`config.mk`:
```
export PLATFORM = sky130hd
export DESIGN_NAME = trim_prescaler
export DESIGN_NICKNAME = d
export VERILOG_FILES = /design/src/rtl/trim_pkg.sv /design/src/rtl/trim_reg.sv /design/src/rtl/trim_window.sv /design/src/rtl/trim_second.sv /design/src/rtl/trim_prescaler.sv
export SDC_FILE = /design/constraint.sdc
export NUM_CORES = 1
export LEC_CHECK = 0
export BUFFER_PORTS_ARGS = -buffer_cell sky130_fd_sc_hd__buf_2
export CAP_MARGIN = 20
export CORE_MARGIN = 4
export CORE_UTILIZATION = 40
export CTS_CLUSTER_DIAMETER = 120
export DETAILED_ROUTE_END_ITERATION = 8
export PLACE_DENSITY = 0.58
export RECOVER_POWER = 25
export SLEW_MARGIN = 40
export SYNTH_ARGS = -nofsm -noshare
export SYNTH_HDL_FRONTEND = slang
export SYNTH_SLANG_ARGS = --single-unit
```
`constraint.sdc`:
```
create_clock -name clk -period 6.45 [get_ports clk]
set_clock_uncertainty 0.05 [all_clocks]
set_input_delay 1.29 -clock clk [delete_from_list [all_inputs] [get_ports clk]]
set_output_delay 1.29 -clock clk [all_outputs]
set_load 0.01 [all_outputs]
```
`src/rtl/trim_pkg.sv`:
```
package trim_pkg;

    localparam int MAG_BITS = 5;
    localparam int MAG_MAX  = (1 << MAG_BITS) - 1;
    localparam int POS_GAIN = 2;
    localparam int ADJ_W    = MAG_BITS + 2;

    typedef struct packed {
        logic                sign;
        logic [MAG_BITS-1:0] mag;
    } trim_t;

    // Cycles added (sign 0) or removed (sign 1) over one window.
    function automatic logic [ADJ_W-1:0] window_adjust(trim_t t);
        logic [ADJ_W-1:0] m;
        m = ADJ_W'(t.mag);
        return t.sign ? ADJ_W'(m * POS_GAIN) : m;
    endfunction

    // Largest per-second step that still drains the biggest adjustment in one window.
    function automatic int step_limit(int win_sec);
        return (POS_GAIN * MAG_MAX + win_sec - 1) / win_sec;
    endfunction

endpackage

```
`src/rtl/trim_reg.sv`:
```
module trim_reg
    import trim_pkg::*;
(
    input  logic       clk,
    input  logic       rst,
    input  logic       wr_en,
    input  logic [7:0] wr_data,
    output trim_t      trim,
    output logic [7:0] rd
);

    always_ff @(posedge clk) begin
        if (rst)
            trim <= '0;
        else if (wr_en)
            trim <= trim_t'(wr_data[5:0]);
    end

    assign rd = {2'b00, trim};

endmodule

```
`src/rtl/trim_window.sv`:
```
module trim_window
    import trim_pkg::*;
#(
    parameter int WIN      = 15,
    parameter int STEP_MAX = 5,
    parameter int STEP_W   = 3,
    parameter int SEC_W    = 4
) (
    input  logic              clk,
    input  logic              rst,
    input  logic              tick,
    input  trim_t             trim,
    output logic [STEP_W-1:0] step,
    output logic              shorten,
    output logic [SEC_W-1:0]  sec_idx,
    output logic [ADJ_W-1:0]  pending
);

    localparam logic [SEC_W-1:0] LAST_SEC = SEC_W'(WIN - 1);
    localparam logic [ADJ_W-1:0] CAP      = ADJ_W'(STEP_MAX);

    logic last_sec;

    assign last_sec = (sec_idx == LAST_SEC);
    assign step     = (pending > CAP) ? STEP_W'(CAP) : STEP_W'(pending);

    always_ff @(posedge clk) begin
        if (rst) begin
            sec_idx <= '0;
            pending <= '0;
            shorten <= 1'b0;
        end else if (tick) begin
            if (last_sec) begin
                sec_idx <= '0;
                pending <= window_adjust(trim);
                shorten <= trim.sign;
            end else begin
                sec_idx <= sec_idx + 1'b1;
                pending <= pending - ADJ_W'(step);
            end
        end
    end

endmodule

```
`src/rtl/trim_second.sv`:
```
module trim_second #(
    parameter int DIV    = 32768,
    parameter int STEP_W = 3,
    parameter int CNT_W  = 16
) (
    input  logic              clk,
    input  logic              rst,
    input  logic [STEP_W-1:0] step,
    input  logic              shorten,
    output logic              tick
);

    localparam logic [CNT_W-1:0] NOM_LAST = CNT_W'(DIV - 1);

    logic [CNT_W-1:0] cnt;
    logic [CNT_W-1:0] last;

    assign last = shorten ? (NOM_LAST - CNT_W'(step)) : (NOM_LAST + CNT_W'(step));
    assign tick = !rst && (cnt == last);

    always_ff @(posedge clk) begin
        if (rst || tick)
            cnt <= '0;
        else
            cnt <= cnt + 1'b1;
    end

endmodule

```
`src/rtl/trim_prescaler.sv`:
```
module trim_prescaler
    import trim_pkg::*;
#(
    parameter int DIV = 32768,
    parameter int WIN = 15
) (
    input  logic       clk,
    input  logic       rst,
    input  logic       wr_en,
    input  logic [7:0] wr_data,
    output logic [7:0] trim_rd,
    output logic       tick
);

    localparam int STEP_MAX = step_limit(WIN);
    localparam int STEP_W   = $clog2(STEP_MAX + 1);
    localparam int SEC_W    = (WIN > 1) ? $clog2(WIN) : 1;
    localparam int CNT_W    = $clog2(DIV + STEP_MAX + 1);

    trim_t             trim;
    logic [STEP_W-1:0] step;
    logic              shorten;
    logic [SEC_W-1:0]  sec_idx;
    logic [ADJ_W-1:0]  pending;

    trim_reg u_reg (
        .clk     (clk),
        .rst     (rst),
        .wr_en   (wr_en),
        .wr_data (wr_data),
        .trim    (trim),
        .rd      (trim_rd)
    );

    trim_window #(
        .WIN      (WIN),
        .STEP_MAX (STEP_MAX),
        .STEP_W   (STEP_W),
        .SEC_W    (SEC_W)
    ) u_win (
        .clk     (clk),
        .rst     (rst),
        .tick    (tick),
        .trim    (trim),
        .step    (step),
        .shorten (shorten),
        .sec_idx (sec_idx),
        .pending (pending)
    );

    trim_second #(
        .DIV    (DIV),
        .STEP_W (STEP_W),
        .CNT_W  (CNT_W)
    ) u_sec (
        .clk     (clk),
        .rst     (rst),
        .step    (step),
        .shorten (shorten),
        .tick    (tick)
    );

endmodule

```
=== Yosys cells after proc, flatten, opt, wreduce, memory -nomap -nowiden ===
Cells that the tools add are included.

* Flip-flop bits (word level): 34
* Word-level logic and storage cells: 23

* $add $sub $neg: 5
* $lt $le $gt $ge: 1
* Equality and inequality tests: 2
* Muxes and demuxes: 5
* Reductions and logical operators: 4

{| class="wikitable"
|+ Operators by type and width
! kind !! count
|-
| $add 15x3->16 const A || 1
|-
| $add 16x1->16 const B || 1
|-
| $eq 16x16->1 || 1
|-
| $mux 16 || 1
|-
| $sub 15x3->16 const A || 1
|-
| $gt 7x3->1 const B || 1
|-
| $mux 7 || 1
|-
| $sub 7x3->7 || 1
|-
| $mux 6 || 1
|-
| $add 4x1->4 const B || 1
|-
| $eq 4x4->1 const B || 1
|-
| $mux 4 || 1
|-
| $mux 3 || 1
|-
| $reduce_and 2->1 || 1
|-
| $logic_and 1x1->1 || 1
|-
| $logic_not 1->1 || 1
|-
| $logic_or 1x1->1 || 1
|}

=== Longest topological paths before layout ===
* Depth in word-level cells: 7
* Gate-level depth with buffers: 14
* Gate-level depth less buffers: 11

=== Cells and area by module ===
Synthesis repeated with hierarchy kept, for this count alone.

* Cells, all modules: 228
* Area total of the unflattened synthesis: 1970.6 um^2

{| class="wikitable"
|+ Modules (own cells, without submodules)
! module !! times used !! cells an instance !! area an instance (um^2) !! sequential area each (um^2)
|-
| trim_second || 1 || 104 || 897.1 || 320.3
|-
| trim_window || 1 || 96 || 795.8 || 240.2
|-
| trim_reg || 1 || 28 || 277.8 || 120.1
|}

=== Worst setup path after synthesis ===
Ideal clock, no wire load.

* Path kind: register to output
* From: register u_win.pending[3]
* To: output tick
* Data arrival time: 2636 ps
* Required time: 5110 ps
* Slack: 2474 ps
* Stages on the path, launching flop included: 14
* Path buffers: 3
* Path through: dfxtp_1 or4_1 buf_2 nor2_1 nand2_1 ha_1 ha_1 nor2_1 a31oi_1 xor2_1 nand4_1 buf_2 buf_6 nor2_1

* Word-level cells in the longest chain between the ends: 6
* Elaborated cells between the ends (all ways): 7
* Classes of those cells: add/sub (2); order compare (1); eq/ne (1); mux (2); reduce/logical (1)

{| class="wikitable"
|+ RTL lines
! item !! RTL line !! text
|-
| from (decl) || trim_window.sv:16 || <nowiki>output logic [ADJ_W-1:0] pending</nowiki>
|-
| from (signal assigned) || trim_window.sv:35 || <nowiki>pending <= window_adjust(trim);</nowiki>
|-
| from (signal assigned) || trim_window.sv:39 || <nowiki>pending <= pending - ADJ_W'(step);</nowiki>
|-
| $gt 7x3->1 * || trim_window.sv:25 || <nowiki>assign step = (pending > CAP) ? STEP_W'(CAP) : STEP_W'(pending);</nowiki>
|-
| $mux 3 * || trim_window.sv:25 ||
|-
| $add 15x3->16 or $sub 15x3->16 (tied branches) || trim_second.sv:18 || <nowiki>assign last = shorten ? (NOM_LAST - CNT_W'(step)) : (NOM_LAST + CNT_W'(step));</nowiki>
|-
| $mux 16 * || trim_second.sv:18 ||
|-
| $eq 16x16->1 * || trim_second.sv:19 || <nowiki>assign tick = !rst && (cnt == last);</nowiki>
|-
| $logic_and 1x1->1 * || trim_second.sv:19 ||
|-
| to (decl) || trim_prescaler.sv:12 || <nowiki>output logic tick</nowiki>
|}

Every way passes the cells marked *; elsewhere a longest branch is shown, timed or not.

=== Worst setup path in the final report ===
Ends and elaborated chain as after synthesis.

==> summary.md <==
Fill cell instance count of the final layout: 454. Routed signal wires occupy layers up through met4. In the final layout, the multi-input gates occupy 1079 µm². For the remaining number of nets flagged by the antenna check after routing, the log shows 0. The analysis attributes to net switching a power of 0.09353 mW.

20 I/O pins were placed. Clock tree synthesis inserted a total of 5 buffers. Number of setup buffers added after CTS: 0. The net count of the finished layout is 254.

TritonCTS built the clock tree. Entering global routing, the biggest net connects 25 pins. Data on the critical path arrives at its endpoint at 3.09 ns. The worst path needs 4.428 ns of the cycle, external delays included. The worst setup path is of the register to output port kind.

The total clock sinks is 34. The power density over the cells works out to 232.5 nW/µm². Family of cells with the greatest summed delay on the critical path: simple AND/OR/NAND/NOR gates. The worst-case IR drop observed on VDD is 181.1 µV. The clock transition time at the flip-flop clock pins of the worst setup and hold paths was 0.07 ns. The H-tree generated during clock tree synthesis spans 2 levels. During synthesis, Yosys emitted a total of 0 warnings. The number of cells on the critical path is 12, and the share of total power in the clock network is 50.5%. For the worst setup path, the data required time is 5.11 ns. The cell area reported after detailed placement came out at 1923 µm². STA classifies the critical path endpoint as an output port.

The first global-routing pass estimated 6.334 mm of wire. The number of cells on the worst hold path works out to 1. The synthesized netlist devotes 14.20% of its cell area to compound gates.

The number of maximum-capacitance constraint violations is 0, and the met2 wire length is 1.463 mm. The area growth from synthesis to layout was 11.63%; the max-slew violation count was 0. The synthesized netlist devotes 2.705% of its cell area to adder and majority cells. For the first-iteration detailed-routing DRC count, the log shows 79. The xor and xnor area share after synthesis was 7.573%; the detailed-routed wire length on met3 was 137 µm. The worst reg2reg path depth works out to 12. The slowest stage of the critical path is the or4_1 cell. Hold is met by 0.4706 ns. The cell that appears most often on the critical path is nor2_1. The cell type contributing the most total cell area after synthesis was dfxtp_1. After synthesis the cells add up to 1851 µm². The number of enable-type register cells in the synthesized netlist is 0. The post-layout instance area came out at 2066 µm². The register bit total from synthesis works out to 34. Synthesis produced a netlist whose cell count is 231. Multiplexer cells account for 7.032% of the synthesized area. The worst path uses 68.65% of the clock period. Using the TritonRoute via totals, the vias-per-cell ratio works out to 5.291. Per report_power, the combinational group accounts for 4.0% of the total. The number of buffer and inverter instances along the worst setup path was 2; the stage delay of the slowest cell on the critical path was 0.70 ns. The top-area cell type share of the netlist area is 36.78%, and the final standard cell count with taps included and fillers excluded is 292. Routability-driven placement finished with a final weighted congestion of 0.7799. The total of buffers placed on input and output ports came out at 15.

Setup repair after global routing left no endpoint under its margin. The completed layout was analyzed and its total power is 0.4803 mW. For the initial antenna violation count, the log shows 0. The run finished with clean final reports. The post-route netlist has 8.750% of its cells at a drive strength greater than 1.

For the internal cell power, the log shows 0.3867 mW. Dominant combinational cell family by area after synthesis: simple AND/OR/NAND/NOR gates. The tools report the final-report hold violation count as 0. The first detailed-routing pass took 4 iterations. Final setup slack of the worst path: 2.022 ns.

Global routing consumed, over all layers together, 12.89% of the routing resources. Summed over all layers, the global routing overflow is 0. In this run the horizontal extent of the chip is 76.02 µm. For the pin with the worst max-slew slack, the measured transition is 1.013 ns. The run gives 46.80% as the final standard cell utilization of the core. In the final timing run, aggregate negative setup slack is 0 ns. The tools report the met1 wire length as 2.036 mm. In this run switching power makes up 19.47% of total power.

The via count of the first global-routing pass came out at 1365. The tools report the achievable clock frequency as 225.8 MHz. Counting tap cells, the placed design contains a total of 284 instances. Ranked by total cell area, the synthesized netlist is headed by dfxtp_1 (37%), nor2_1 (7.5%), mux2i_1 (7.0%). The worst setup slack after placement is 2.366 ns, and the final routed wirelength across all metal layers is 3.665 mm. The per-instance average area after synthesis is 8.011 µm², and the static leakage is 0.7710 nW. The repair_antennas step left the layout with diodes totalling 0.

The number of failing setup endpoints in the final timing report was 0. The run gives 0 as the number of buffers added to fix hold violations after cts. In this run the vertical extent of the chip is 76.02 µm.

The routed layout has 1545 vias. For the sequential element share of the synthesized area, the log shows 36.78%. The class of the tightest hold or removal check was register to register.

The tools report the initial core utilization as 41.92%. The worst slew slack as a fraction of its limit was 32.47%; the half-perimeter wire length after detailed placement was 2.546 mm. The clock reaches the later pin of the worst-skew pair after 0.28 ns. In the final routed layout, each cell accounts on average for 12.55 µm. The core footprint was 4414 µm². Area of the die: 5778 µm². In the final layout, flip-flops and latches occupy 680.7 µm².

The DRC violation count after routing was 0. For the post-cts resize count, the log shows 0. STA classifies the critical path startpoint as a register. The longest clock path from root to sink contains 2 buffers. After Yosys synthesis, and, or, nand and nor cells account for 26.03% of the synthesized area. In this run the clock root is driven by a clkbuf_8. In the synthesized netlist the async set-or-reset flop fraction comes to 0%. Traced cell by cell, the critical path runs through or4_1 -> nor2_1 -> nand2_1 -> ha_1 -> ha_1 -> nor2_1 -> a31oi_1 -> xor2_1 -> nand4_1 -> buf_4 -> nor2_1 -> buf_2. In this run, distinct cell masters in the synthesized netlist total 40.

Among all flip-flop cells after synthesis, the most frequent one is dfxtp_1. Of all nets on the critical path, the largest fanout is 24. The run gives 45.5% as the portion of total power attributed to sequential cells. The initialized floorplan defines 24 standard-cell rows.
kinds of logic (layout without fill, tap and decap cells):
group	count (synthesis)	count (layout)
xor+xnor	16	16
simple gates	99	99
buf+inv	22	30
compound gates	42	42
fa+ha+maj	4	4
flops	34	34
other cells	1	2
mux	13	13
sequential cells by signal (all words and copies together) (netlist names):
signal	flops
u_win.sec_idx	4
u_win.shorten	1
u_win.pending	7
u_sec.cnt	16
u_reg.rd	6
metal layers:
| metal | up-vias | GRT usage, % |
|---|---|---|
| met2 | 25 | 17.12 |
| met3 | 2 | 3.191 |
| li1 | 815 | - |
| met1 | 703 | 19.64 |
| met5 | - | 0 |
| met4 | 0 | 4.804 |
layout make-up:
type | count | area share (%)
clock inverters | 2 | 2.907
repair buffers | 16 | 3.695
flip-flops and latches | 34 | 32.95
inverters | 6 | 1.090
clock buffers | 6 | 3.998
well taps | 52 | 3.150
multi-input cells | 176 | 52.21
power by group through the flow:
stage	Combinational (mW)	Sequential [mW]	Clock (mW)
2_1_floorplan	0.0142	0.223	0
3_3_place_gp	0.0196	0.223	0
3_5_place_dp	0.0198	0.224	0
4_1_cts	0.0199	0.219	0.248
5_1_grt	0.0215	0.219	0.258
6_report	0.0190	0.219	0.243
path summary, 6_finish.rpt:
check                   start            to  slack [ns]
max reg2reg  u_win.pending[3]  u_sec.cnt[9]        3.11
min              u_sec.cnt[0]  u_sec.cnt[0]        0.47
max          u_win.pending[3]          tick        2.02
min reg2reg      u_sec.cnt[0]  u_sec.cnt[0]        0.47
cells in the mapped netlist, types with 2 or more instances:
| library cell | instances |
|---|---|
| nor2b_1 | 3 |
| a31oi_1 | 2 |
| or3_1 | 4 |
| o41ai_1 | 2 |
| nor4_1 | 3 |
| xnor2_1 | 4 |
| nand4_1 | 8 |
| dfxtp_1 | 34 |
| nor3_1 | 4 |
| o21ai_0 | 16 |
| nand3_1 | 9 |
| xor2_1 | 12 |
| nor3b_1 | 2 |
| inv_1 | 6 |
| buf_4 | 2 |
| nor2_1 | 37 |
| mux2i_1 | 13 |
| nand2_1 | 18 |
| ha_1 | 4 |
| clkbuf_1 | 9 |
| a21oi_1 | 14 |
| buf_2 | 3 |
| nand2b_1 | 5 |
worst register-to-register path, delay by kind of cell, from the launching register on:
family                     cells  cell delay, ns
and+or+nand+nor                7            1.71
adders and majority gates      2            0.47
DFF                            1            0.37
AOI/OAI and AO/OA              1            0.22
buffers and inverters          1            0.22
xor gates and xnor gates       1            0.17
layout by cell type (no fill, tap or decap), types with 2 or more instances in the layout:
master,Yosys,routed
a21oi_1,14,14
a31oi_1,2,2
buf_2,3,10
bufinv_16,0,2
clkbuf_1,9,5
clkbuf_8,0,6
conb_1,1,2
dfxtp_1,34,34
ha_1,4,4
inv_1,6,6
mux2i_1,13,13
nand2_1,18,18
nand2b_1,5,5
nand3_1,9,9
nand4_1,8,8
nor2_1,37,37
nor2b_1,3,3
nor3_1,4,4
nor3b_1,2,2
nor4_1,3,2
o21ai_0,16,16
o41ai_1,2,2
or3_1,4,4
xnor2_1,4,4
xor2_1,12,12
Note: power is estimated with default switching activity, not from simulation.
